<file path="config.mk">
export PLATFORM = sky130hd
export DESIGN_NAME = vlen_set_unit
export DESIGN_NICKNAME = d
export VERILOG_FILES = /design/src/rtl/vlen_pkg.sv /design/src/rtl/vlen_src_sel.sv /design/src/rtl/vlen_clamp.sv /design/src/rtl/vlen_cr_pack.sv /design/src/rtl/vlen_set_unit.sv
export SDC_FILE = /design/constraint.sdc
export NUM_CORES = 1
export LEC_CHECK = 0
export BUFFER_PORTS_ARGS = -buffer_cell sky130_fd_sc_hd__buf_2
export CAP_MARGIN = 20
export CORE_AREA = 2 2 138 140
export DETAILED_ROUTE_END_ITERATION = 10
export DIE_AREA = 0 0 140 142
export PLACE_DENSITY = 0.64
export SETUP_SLACK_MARGIN = 0.5
export SYNTH_ARGS = -nofsm -noshare
export SYNTH_HDL_FRONTEND = slang
export SYNTH_SLANG_ARGS = --single-unit
export TNS_END_PERCENT = 1
</file>
<file path="constraint.sdc">
create_clock -name clk -period 5.7 [get_ports clk]
set_clock_uncertainty 0.05 [all_clocks]
set_input_delay 1.14 -clock clk [delete_from_list [all_inputs] [get_ports clk]]
set_output_delay 1.14 -clock clk [all_outputs]
set_load 0.01 [all_outputs]
</file>
<file path="src/rtl/vlen_pkg.sv">
package vlen_pkg;

    localparam int unsigned XLEN_D  = 64;
    localparam int unsigned LEN_W_D = 7;
    localparam int unsigned REG_AW_D = 5;

    // big-endian field positions of the loop-state word
    localparam int unsigned POS_MVL   = 0;
    localparam int unsigned POS_VF    = 63;
    localparam int unsigned POS_PERST = 62;

    // condition nibble bit indices
    localparam int unsigned CR_LT = 3;
    localparam int unsigned CR_GT = 2;
    localparam int unsigned CR_EQ = 1;
    localparam int unsigned CR_SO = 0;

    typedef enum logic {
        ST_IDLE = 1'b0,
        ST_RESP = 1'b1
    } vls_state_t;

    // the single place that converts big-endian positions to vector indices
    function automatic int unsigned be_idx(input int unsigned xlen, input int unsigned pos);
        return xlen - 1 - pos;
    endfunction

endpackage

</file>
<file path="src/rtl/vlen_src_sel.sv">
module vlen_src_sel #(
    parameter int unsigned XLEN   = 64,
    parameter int unsigned LEN_W  = 7,
    parameter int unsigned REG_AW = 5
) (
    input  logic [LEN_W-1:0]  imm_inc,
    input  logic [LEN_W-1:0]  cur_vl,
    input  logic              set_vl,
    input  logic [REG_AW-1:0] ra_num,
    input  logic [REG_AW-1:0] rt_num,
    input  logic [XLEN-1:0]   ra_val,
    input  logic [XLEN-1:0]   ctr_val,
    output logic [LEN_W-1:0]  vl_pick,
    output logic              sat_ovf
);
    localparam logic [XLEN-1:0] LIMIT = {{(XLEN-LEN_W){1'b0}}, {LEN_W{1'b1}}};

    logic [XLEN-1:0] reg_src;
    logic            ra_zero;
    logic            rt_zero;

    assign ra_zero = (ra_num == '0);
    assign rt_zero = (rt_num == '0);
    assign reg_src = ra_zero ? ctr_val : ra_val;

    always_comb begin
        vl_pick = cur_vl;
        sat_ovf = 1'b0;
        if (set_vl) begin
            if (ra_zero && rt_zero) begin
                vl_pick = imm_inc;
            end else if (reg_src > LIMIT) begin
                vl_pick = {LEN_W{1'b1}};
                sat_ovf = 1'b1;
            end else begin
                vl_pick = reg_src[LEN_W-1:0];
            end
        end
    end
endmodule

</file>
<file path="src/rtl/vlen_clamp.sv">
module vlen_clamp #(
    parameter int unsigned LEN_W = 7
) (
    input  logic [LEN_W-1:0] vl_in,
    input  logic [LEN_W-1:0] mvl,
    output logic [LEN_W-1:0] vl_out,
    output logic             clamp_ovf
);
    always_comb begin
        clamp_ovf = (vl_in > mvl);
        vl_out    = clamp_ovf ? mvl : vl_in;
    end
endmodule

</file>
<file path="src/rtl/vlen_cr_pack.sv">
module vlen_cr_pack #(
    parameter int unsigned LEN_W = 7
) (
    input  logic [LEN_W-1:0] vl,
    input  logic             ovf,
    output logic [3:0]       nibble
);
    import vlen_pkg::*;

    always_comb begin
        nibble        = '0;
        nibble[CR_GT] = (vl != '0);
        nibble[CR_EQ] = (vl == '0);
        nibble[CR_SO] = ovf;
    end
endmodule

</file>
<file path="src/rtl/vlen_set_unit.sv">
module vlen_set_unit
    import vlen_pkg::*;
#(
    parameter int unsigned XLEN   = XLEN_D,
    parameter int unsigned LEN_W  = LEN_W_D,
    parameter int unsigned REG_AW = REG_AW_D
) (
    input  logic              clk,
    input  logic              rst_n,
    input  logic              in_valid,
    input  logic [LEN_W-1:0]  imm,
    input  logic              set_mvl,
    input  logic              set_vl,
    input  logic              vf_bit,
    input  logic [REG_AW-1:0] ra_num,
    input  logic [REG_AW-1:0] rt_num,
    input  logic              rc,
    input  logic [XLEN-1:0]   ra_val,
    input  logic [XLEN-1:0]   ctr_val,
    input  logic [XLEN-1:0]   state_in,
    output logic              state_we,
    output logic [XLEN-1:0]   state_out,
    output logic              gpr_we,
    output logic [REG_AW-1:0] gpr_num,
    output logic [XLEN-1:0]   gpr_data,
    output logic              cr_we,
    output logic [3:0]        cr0
);
    localparam int unsigned MVL_HI = be_idx(XLEN, POS_MVL);
    localparam int unsigned MVL_LO = be_idx(XLEN, POS_MVL + LEN_W - 1);
    localparam int unsigned VL_HI  = be_idx(XLEN, POS_MVL + LEN_W);
    localparam int unsigned VL_LO  = be_idx(XLEN, POS_MVL + 2*LEN_W - 1);
    localparam int unsigned VF_IX  = be_idx(XLEN, POS_VF);
    localparam int unsigned PST_IX = be_idx(XLEN, POS_PERST);

    // ---------------- datapath ----------------
    logic [LEN_W-1:0] imm_inc;
    logic [LEN_W-1:0] cur_mvl;
    logic [LEN_W-1:0] cur_vl;
    logic [LEN_W-1:0] new_mvl;
    logic [LEN_W-1:0] vl_pick;
    logic [LEN_W-1:0] vl_final;
    logic             sat_ovf;
    logic             clamp_ovf;
    logic [3:0]       cr_nib;
    logic [XLEN-1:0]  state_nxt;

    assign imm_inc = imm + LEN_W'(1);
    assign cur_mvl = state_in[MVL_HI:MVL_LO];
    assign cur_vl  = state_in[VL_HI:VL_LO];
    assign new_mvl = set_mvl ? imm_inc : cur_mvl;

    vlen_src_sel #(
        .XLEN   (XLEN),
        .LEN_W  (LEN_W),
        .REG_AW (REG_AW)
    ) u_src_sel (
        .imm_inc (imm_inc),
        .cur_vl  (cur_vl),
        .set_vl  (set_vl),
        .ra_num  (ra_num),
        .rt_num  (rt_num),
        .ra_val  (ra_val),
        .ctr_val (ctr_val),
        .vl_pick (vl_pick),
        .sat_ovf (sat_ovf)
    );

    vlen_clamp #(
        .LEN_W (LEN_W)
    ) u_clamp (
        .vl_in     (vl_pick),
        .mvl       (new_mvl),
        .vl_out    (vl_final),
        .clamp_ovf (clamp_ovf)
    );

    vlen_cr_pack #(
        .LEN_W (LEN_W)
    ) u_cr_pack (
        .vl     (vl_final),
        .ovf    (sat_ovf | clamp_ovf),
        .nibble (cr_nib)
    );

    always_comb begin
        state_nxt                = state_in;
        state_nxt[MVL_HI:MVL_LO] = new_mvl;
        state_nxt[VL_HI:VL_LO]   = vl_final;
        if (set_mvl) begin
            state_nxt[VF_IX]  = vf_bit;
            state_nxt[PST_IX] = 1'b0;
        end
    end

    // ---------------- state register ----------------
    vls_state_t fsm_q;
    vls_state_t fsm_d;

    always_comb begin
        unique case (fsm_q)
            ST_IDLE: fsm_d = in_valid ? ST_RESP : ST_IDLE;  // accept
            ST_RESP: fsm_d = in_valid ? ST_RESP : ST_IDLE;  // chain / retire
            default: fsm_d = ST_IDLE;
        endcase
    end

    always_ff @(posedge clk) begin
        if (!rst_n) fsm_q <= ST_IDLE;
        else        fsm_q <= fsm_d;
    end

    // ---------------- result capture ----------------
    logic [XLEN-1:0]   state_r;
    logic [REG_AW-1:0] gnum_r;
    logic [LEN_W-1:0]  vl_r;
    logic [3:0]        cr_r;
    logic              gflag_r;
    logic              cflag_r;

    always_ff @(posedge clk) begin
        if (!rst_n) begin
            state_r <= '0;
            gnum_r  <= '0;
            vl_r    <= '0;
            cr_r    <= '0;
            gflag_r <= 1'b0;
            cflag_r <= 1'b0;
        end else if (in_valid) begin
            state_r <= state_nxt;
            gnum_r  <= rt_num;
            vl_r    <= vl_final;
            cr_r    <= cr_nib;
            gflag_r <= (rt_num != '0);
            cflag_r <= rc;
        end
    end

    // ---------------- outputs ----------------
    always_comb begin
        state_we = 1'b0;
        gpr_we   = 1'b0;
        cr_we    = 1'b0;
        unique case (fsm_q)
            ST_IDLE: begin
                state_we = 1'b0;
            end
            ST_RESP: begin
                state_we = 1'b1;
                gpr_we   = gflag_r;
                cr_we    = cflag_r;
            end
            default: begin
                state_we = 1'b0;
            end
        endcase
    end

    assign state_out = state_r;
    assign gpr_num   = gnum_r;
    assign gpr_data  = {{(XLEN-LEN_W){1'b0}}, vl_r};
    assign cr0       = cr_r;

    // ---------------- assertions ----------------
    a_r5_vl_within_mvl: assert property (@(posedge clk) disable iff (!rst_n)
        state_we |-> (state_out[VL_HI:VL_LO] <= state_out[MVL_HI:MVL_LO]));

    a_r6_gpr_nonzero_rt: assert property (@(posedge clk) disable iff (!rst_n)
        gpr_we |-> (gpr_num != '0));

    a_r6_gpr_data_vl: assert property (@(posedge clk) disable iff (!rst_n)
        gpr_we |-> (gpr_data == {{(XLEN-LEN_W){1'b0}}, state_out[VL_HI:VL_LO]}));

    a_r8_cr_eq_gt_exclusive: assert property (@(posedge clk) disable iff (!rst_n)
        cr_we |-> ((cr0[CR_EQ] != cr0[CR_GT]) && !cr0[CR_LT]));

    a_r7_mode_hold: assert property (@(posedge clk) disable iff (!rst_n)
        (state_we && !$past(set_mvl)) |->
            (state_out[VF_IX] == $past(state_in[VF_IX]) &&
             state_out[PST_IX] == $past(state_in[PST_IX])));

    a_r10_we_follows_valid: assert property (@(posedge clk) disable iff (!rst_n)
        in_valid |=> state_we);

    a_r10_idle_quiet: assert property (@(posedge clk) disable iff (!rst_n)
        !in_valid |=> (!state_we && !gpr_we && !cr_we));
endmodule

</file>
# After elaboration in Yosys (flattened, before gate mapping)
# Index checks and enable logic that the tools add are counted.
[totals]
regBits = 82
output_inout_bits = 140
[classes]
order_cmp = 2
bitwise = 2
n_addsub = 1
reduce_logical = 6
muxes = 14
[ops]
columns = ["operator", "n"]
rows = [
  ["$gt A64 B7 Y1 const B", 1],
  ["$mux W64", 1],
  ["$mux W7", 5],
  ["$logic_not A5 Y1", 2],
  ["$add A7 B1 Y7 const B", 1],
  ["$gt A7 B7 Y1", 1],
  ["$logic_not A7 Y1", 1],
  ["$reduce_bool A7 Y1", 1],
  ["$mux W1", 6],
  ["$reduce_bool A5 Y1", 1],
  ["$mux W2", 1],
  ["$pmux W1 S2", 1],
  ["$logic_and A1 B1 Y1", 1],
  ["$not A1 Y1", 1],
  ["$or A1 B1 Y1", 1],
]

# Longest topological paths before layout
# Gate-level depths: netlist of the first run.
[depth]
word_depth = 9
ltp_mapped = 17
depth_no_buf = 16

# Hierarchy
# A second synthesis of the first run with hierarchy kept.
[unflattened]
hier_cells = 472
hier_area_um2 = 4434.3
[modules_own_cells]
columns = ["mod", "cells_per_inst", "seq_area_each_um2", "n_inst", "area_per_inst_um2"]
rows = [
  ["vlen_set_unit", 353, 1521.5, 1, 3585.9],
  ["vlen_src_sel", 79, 0.0, 1, 534.3],
  ["vlen_clamp", 33, 0.0, 1, 267.8],
  ["vlen_cr_pack", 7, 0.0, 1, 46.3],
]

# Least setup slack after synthesis of the first run
# No wires, ideal clock.
[synth_path]
kind = "input to register"
start = "in ra_num[2]"
end = "reg cr_r[2], in the netlist cr0[2]"
arrival_time_ns = 4.100
setup_ns = 0.119
path_buffers = 1
setup_slack_ns = 1.431
path_stages = 16
cell_sequence = "nor2_1 and2_1 buf_4 nor3_2 nor2_2 nor2_1 and3_1 o21ai_0 ha_1 a21oi_1 o21ai_0 o21a_1 nand2b_1 o31ai_1 or4_4 o221a_1"
[synth_between]
elab_chain_len = 9
word_cells_on_any_way = 10
classes_between = "2 x order compare; 5 x mux; 3 x reduce/logical"
[synth_rtl]
columns = ["item", "line_no", "source"]
rows = [
  ["start: declaration", "vlen_set_unit.sv:15", "input logic [REG_AW-1:0] ra_num,"],
  ["$logic_not A5 Y1 (*)", "vlen_src_sel.sv:22", "assign ra_zero = (ra_num == '0);"],
  ["$mux W64", "vlen_src_sel.sv:24", "assign reg_src = ra_zero ? ctr_val : ra_val;"],
  ["$gt A64 B7 Y1", "vlen_src_sel.sv:32", "end else if (reg_src > LIMIT) begin"],
  ["$mux W7", "vlen_src_sel.sv:32", ""],
  ["$mux W7 (*)", "vlen_src_sel.sv:30", "if (ra_zero && rt_zero) begin"],
  ["$mux W7 (*)", "vlen_src_sel.sv:29", "if (set_vl) begin"],
  ["$gt A7 B7 Y1", "vlen_clamp.sv:10", "clamp_ovf = (vl_in > mvl);"],
  ["$mux W7 (*)", "vlen_clamp.sv:11", "vl_out = clamp_ovf ? mvl : vl_in;"],
  ["$reduce_bool A7 Y1 (*)", "vlen_cr_pack.sv:12", "nibble[CR_GT] = (vl != '0);"],
  ["end signal: assignment", "vlen_set_unit.sv:133", "cr_r <= cr_nib;"],
  ["end: declaration", "vlen_set_unit.sv:117", "logic [3:0] cr_r;"],
]
# Every way passes the cells marked *; elsewhere a longest branch is shown, timed or not.
# A chain may end at the register's enable or synchronous reset.

# Worst setup path after layout of the first run
# Ends and elaborated chain as after synthesis.

==> summary.md, run 1 <==
| Metric | Value |
|---|---|
| Status | `finished, violations left` |
| Failing checks | `design-rule violations` |
| Initial antenna violation count | `1` |
| Root Driver | `clkbuf_16` |
| H-tree depth | `3` |
| FF-to-FF End | `cr0[1]` |
| Total gr overflow | `0` |
| Post-CTS setup buffers | `0` |
| Setup tns final | `0 ns` |
| Final Hold Vio Count | `0` |
| Slew HR | `31.6%` |
| Finished Core Util | `32.4%` |
| Routed vias | `4420` |
| Clk sinks | `75` |
| Critical path class | `in -> reg` |
| Routed wire length | `15300 um` |
| Core Region | `18500 um^2` |
| Post-Place Cells | `1004` |
| RD Place Congestion | `0.885` |
| Final setup fails | `0` |
| Mux contribution to synthesized area | `14.8%` |
| Internal reg-to-reg setup slack | `4.81 ns` |
| Iteration-0 DRC count of the detailed router | `319` |
| Fin nets | `1005` |
| Vias in the first global route | `4252` |
| Setup crit end kind | `flip-flop` |
| Tot Pwr | `1.52 mW` |
| Max Slew Vio Count | `0` |
| Arrival time of the worst setup path | `4.89 ns` |
| Ys flop type | `dfxtp_1` |
| Global-route wire length before repair | `22900 um` |
| Critical Path Source Type | `input port` |
| Initial core utilization | `22.8%` |
| Clock Path Buffers | `2` |
| Post-DP HPWL | `12600 um` |
| Chip Width | `140 um` |
| Finished Layout Cells | `1021` |
| Die Y | `142 um` |
| CTS resizes | `0` |
| Drt pass-1 iters | `10` |
| Leak | `3.11 nW` |
| Final setup margin | `0.988 ns` |
| Final Hold Slack | `0.418 ns` |
| WHS Endpoint | `state_out[1]` |
| Syn_area_per_cell | `8.40 um^2` |
| Cells after Synth | `501` |
| Most frequent cells in the layout | `296 x buf_2, 86 x nor2_1, 75 x dfxtp_1` |
| Inserted Clock Buffers | `9` |
| Share of cells above drive strength 1 | `41.9%` |
| XOR/XNOR Fraction of Synth Area | `0.833%` |
| Residual DRC count | `32` |
| Post-synthesis sequential area ratio | `35.7%` |
| Routed length per placed instance | `15.0 um` |
| EDFF count, synth | `0` |
| WP data required | `5.88 ns` |
| Post-Synth Adder-Cell Area | `2.38%` |
| Min-Delay Path Depth | `2` |
| Async SR Flop Fraction | `0%` |
| Final Cell Area | `5970 um^2` |
| Cts hold-fix bufs | `0` |
| Yosys Warn Count | `0` |
| Yosys cell types | `46` |
| Die area | `19900 um^2` |
| Netlist Area Pre-Place | `4210 um^2` |
| PwrDens | `254 nW/um^2` |
| # Max-Cap Violations | `0` |
| FF+latch count, synth | `75` |
| Area Overhead vs Synth | `41.9%` |
| Maximum clock rate | `212 MHz` |
| RSZ-0062 raised after global routing | `no` |
| R2R depth | `3` |
| Synth Area in Compound Gates | `9.22%` |
| Fin crit share | `82.7%` |
| HP Start | `state_out[1]` |
| Total track usage | `14.9%` |
| Synth Area in Simple Gates | `22.6%` |
| I/O pin cnt | `356` |
| Worst slack, placed | `0.657 ns` |
| Clk slew on worst S/H paths | `0.06 ns` |
| Worst vdd ir | `0.191 mV` |
| Commonest non-fill, non-tap cell in the layout | `buf_2` |
| Vias per inst | `4.33` |
| IO buf count | `297` |
| DP Area | `5640 um^2` |
| Largest net degree at the start of global routing | `64` |
| CP max FO | `9` |
| Hold/Removal Path Class | `reg -> reg` |
| FP Rows | `50` |
| Post-route minimum period | `4.71 ns` |
| Worst-Margin Slew | `1.03 ns` |
| Main combinational cell family by area after synthesis | `simple AND/OR/NAND/NOR gates` |
| CTS tree | `built` |
| R2r startpoint | `cr0[1]` |
| Routed Antenna Nets | `0` |
| Clk_lat worst skew | `0.33 ns` |
## sequential cells by signal, indices dropped and copies added, names as in the netlist
| register | cells |
|---|---|
| cflag_r | 1 |
| cr0 | 3 |
| fsm_q | 1 |
| gflag_r | 1 |
| gpr_num | 5 |
| state_out | 64 |
## how the worst max path moves through the flow
stage | start | to | slack, ns
6_report | ra_num[2] | cr0[2] | 0.99
5_1_grt | ra_num[2] | cr0[2] | 0.60
4_1_cts | ra_num[2] | cr0[2] | 1.00
3_5_place_dp | ra_num[2] | cr0[2] | 0.66
3_3_place_gp | ra_num[2] | cr0[2] | 0.71
2_1_floorplan | ra_num[2] | cr0[2] | 1.43
## Yosys cell counts (all sizes together), types with 2 or more instances
cell type,n,area (um^2)
nand2,25,101
dfxtp,75,1500
nor3,16,116
ha,8,100
and2,6,38.8
or3,3,18.8
nor2,87,329
o311ai,2,17.5
inv,8,30.0
o21ai,33,173
xor2,2,17.5
nand3,7,35.0
nand2b,4,25.0
xnor2,2,17.5
a211oi,5,42.5
nand4,11,68.8
buf,69,507
clkbuf,18,67.6
o211ai,2,15.0
nor4,27,169
a31oi,4,25.0
mux2i,62,621
o311a,2,20.0
a21oi,10,50.1
## critical path, stage by stage
cell     delay [ns]
buf_2          0.09
nor2_1         0.33
and2_1         0.47
nor3_2         0.11
nor2_2         0.35
nor2_1         0.13
and3_1         0.18
o21ai_0        0.17
ha_1           0.17
a21oi_1        0.06
o21ai_0        0.38
o21ai_1        0.28
nand2_1        0.12
o21ai_0        0.12
or4_4          0.54
o221a_1        0.23
## logic make-up (layout without fill, tap and decap cells)
kind of cell / after synthesis / in the layout
flops: 75 / 75
fa+ha+maj: 8 / 8
buf+inv: 96 / 324
compound gates: 63 / 63
xor+xnor: 4 / 4
mux: 62 / 62
other cells: 1 / 59
simple gates: 192 / 192
## layer usage
metal / vias up / global-route usage [%] / part of all wire (%)
met4: 2 / 3.19 / 1.0
met1: 2019 / 21.0 / 48
met3: 14 / 4.07 / 6.2
met5: - / 0 / 0.085
li1: 2198 / - / -
met2: 187 / 22.9 / 44
## report_power, final
group          leakage (nW)  switching (mW)  total [mW]  internal (mW)
sequential            0.620          0.0220       0.581          0.559
clock                 0.156           0.243       0.633          0.390
combinational          2.33           0.167       0.302          0.135
## area by class of cell
cell class,instances,area (um^2)
inverters,9,33.8
clock inverters,6,96.3
diodes,1,2.50
clock buffers,10,229
flip-flops and latches,75,1500
repair buffers,299,1500
fillers,1957,12500
multi-input cells,387,2310
well taps,234,293
Power figures use the tool's default switching activity.
==> run 2, diff against run 1 <==
- PLACE_DENSITY: 0.64 -> 0.66
- clock period: 5.7 -> 4 ns (I/O delays scaled with it)
==> run 2 against run 1 <==
  * The flow still finishes with violations (design-rule violations)
  * Largest cell class unchanged
  * Non-clock buffer count is 58 higher
  * Worst hold slack worse by 0.0056 ns
  * Critical path type unchanged
  * Critical endpoint unchanged
  * Sequential share of layout area is 2.9 points lower
  * Global-route usage is 0.42 points higher
==> summary.md, run 2 (synthesis gave the netlist of run 1 again) <==
| Metric | Value |
|---|---|
| Status | `finished, violations left` |
| Failing checks | `design-rule violations` |
| Vias in the first global route | `4437 (+4.4%)` |
| R2r startpoint | `cr0[1]` |
| Share of cells above drive strength 1 | `51.1% (+9.2 points)` |
| Routed length per placed instance | `15.2 um (+1.6%)` |
| Internal reg-to-reg setup slack | `3.14 ns (-1.67 ns)` |
| Fin nets | `1063 (+5.8%)` |
| Area Overhead vs Synth | `60.8%` |
| Met2 Wirelength | `7470 um (+10%)` |
| Vias per inst | `4.32 (-0.22%)` |
| H-tree depth | `3 (unchanged)` |
| Total track usage | `15.3% (+0.42 points)` |
| Max reg flops | `64 (unchanged)` |
| Post-Place Cells | `1043 (+3.9%)` |
| Clk slew on worst S/H paths | `0.06 ns (about the same)` |
| Routed vias | `4661 (+5.5%)` |
| Cts hold-fix bufs | `0 (unchanged)` |
| Post-route minimum period | `3.83 ns` |
| Worst slack, placed | `-0.211 ns (-0.867 ns)` |
| Chip Width | `140 um (unchanged)` |
| Clk_lat worst skew | `0.33 ns (about the same)` |
| RD Place Congestion | `0.887 (+0.26%)` |
| Finished Core Util | `36.6% (+4.3 points)` |
| Fin crit share | `95.7%` |
| Inserted Clock Buffers | `9 (unchanged)` |
| Setup crit start | `ra_num[3]` |
| Setup tns final | `0 ns (unchanged)` |
| Crit path to | `cr0[2]` |
| FP Rows | `50 (unchanged)` |
| Tot Pwr | `2.17 mW (+43%)` |
| Worst-Margin Slew | `0.654 ns (-0.372 ns)` |
| Global-route wire length before repair | `23500 um (+2.7%)` |
| FF-to-FF End | `cr0[1]` |
| Residual DRC count | `30 (-6.3%)` |
| Initial antenna violation count | `1 (unchanged)` |
| Routed Antenna Nets | `0 (unchanged)` |
| Met1 wire length | `7340 um (-0.43%)` |
| Hold/Removal Path Class | `reg -> reg` |
| RSZ-0062 raised after global routing | `yes` |
| Critical Path Source Type | `input port` |
| Post-DP HPWL | `12800 um (+1.9%)` |
| WL met3 | `1300 um (+37%)` |
| Root Driver | `clkbuf_16` |
| Arrival time of the worst setup path | `3.99 ns (-0.90 ns)` |
| Largest net degree at the start of global routing | `42 (-34%)` |
| Most frequent cells in the layout | `295 x buf_2, 83 x nor2_1, 75 x dfxtp_1` |
| IO buf count | `297 (unchanged)` |
| Iteration-0 DRC count of the detailed router | `165 (-48%)` |
| CTS tree | `built` |
| Commonest non-fill, non-tap cell in the layout | `buf_2` |
| WP data required | `4.17 ns (-1.71 ns)` |
| Die Y | `142 um (unchanged)` |
| Worst vdd ir | `0.263 mV (+38%)` |
| Slew HR | `56.3% (+25 points)` |
| Max Slew Vio Count | `0 (unchanged)` |
| Final Hold Vio Count | `0 (unchanged)` |
| Die area | `19900 um^2 (unchanged)` |
| Clock Path Buffers | `2 (unchanged)` |
| Routed wire length | `16400 um (+7.4%)` |
| Clk sinks | `75 (unchanged)` |
| Final setup fails | `0 (unchanged)` |
| Critical path class | `in -> reg` |
| Largest register by flop count | `state_out` |
| Final setup margin | `0.173 ns (-0.815 ns)` |
| CP max FO | `5 (-4)` |
| Max Used Layer | `met4` |
| Drt pass-1 iters | `10 (unchanged)` |
| # Max-Cap Violations | `0 (unchanged)` |
| R2R depth | `3 (unchanged)` |
| Initial core utilization | `22.8% (unchanged)` |
| I/O pin cnt | `356 (unchanged)` |
| Core Region | `18500 um^2 (unchanged)` |
| Maximum clock rate | `261 MHz` |
| Setup crit end kind | `flip-flop` |
| Total gr overflow | `0 (unchanged)` |
| PwrDens | `321 nW/um^2 (+27%)` |
| Leak | `3.49 nW (+12%)` |
| Finished Layout Cells | `1079 (+5.7%)` |
-- run 2: worst min path at each step --
stage                               to  cells after the start  slack (ns)    startpoint
final                     state_out[1]                      2        0.41  state_out[1]
after global routing      state_out[1]                      2        0.44  state_out[1]
after CTS                 state_out[1]                      2        0.42  state_out[1]
after detailed placement  state_out[1]                      2        0.41  state_out[1]
after global placement    state_out[1]                      2        0.40  state_out[1]
after floorplan                cflag_r                      2        0.40       cflag_r
-- run 2: what timing repair did --
| action | CTS | global route |
|---|---|---|
| setup buffers | 14 | 5 |
| pin swaps | 18 | 27 |
| resized for setup | 17 | 45 |
| endpoints found under the setup margin | 4 | 9 |
-- run 2: final cells by class --
class,count,area (um^2)
Antenna cell,1,2.50
Clock buffer,12,246
Clock inverter,4,50.0
Fill cell,1891,11700
Inverter,9,33.8
Multi-Input combinational cell,387,2670
Sequential cell,75,1500
Tap cell,234,293
Timing Repair Buffer,357,1970
-- run 2: worst max-delay path: stages --
cell and delay (ns):
buf_2 0.11, nor3_4 0.27, and2_4 0.20, buf_4 0.13, o21ai_2 0.07, buf_4 0.15
o21ai_4 0.09, nor2_2 0.07, and3_1 0.18, o21ai_2 0.12, ha_1 0.27, a21oi_2 0.19
o21ai_4 0.10, o21ai_2 0.18, o311a_1 0.21, o21ai_2 0.08, or4_4 0.52, o221a_1 0.24
-- run 2: per-stage QoR --
step           hold slack, ns  area [um^2]
2_1_floorplan           0.402         4460
3_3_place_gp            0.398         5970
3_5_place_dp            0.407         5970
4_1_cts                 0.417         6470
5_1_grt                 0.440         6760
6_report                0.412         6760
-- run 2: metal layers --
metal | vias up | track usage, %
li1 | 2304 | -
met1 | 2134 | 20.1
met2 | 195 | 23.8
met3 | 28 | 5.32
met4 | 0 | 4.73
met5 | - | 0
-- run 2: power breakdown --
| group | switching, mW | total (mW) | internal [mW] |
|---|---|---|---|
| registers | 0.0273 | 0.824 | 0.796 |
| logic | 0.282 | 0.532 | 0.249 |
| clock network | 0.317 | 0.817 | 0.500 |
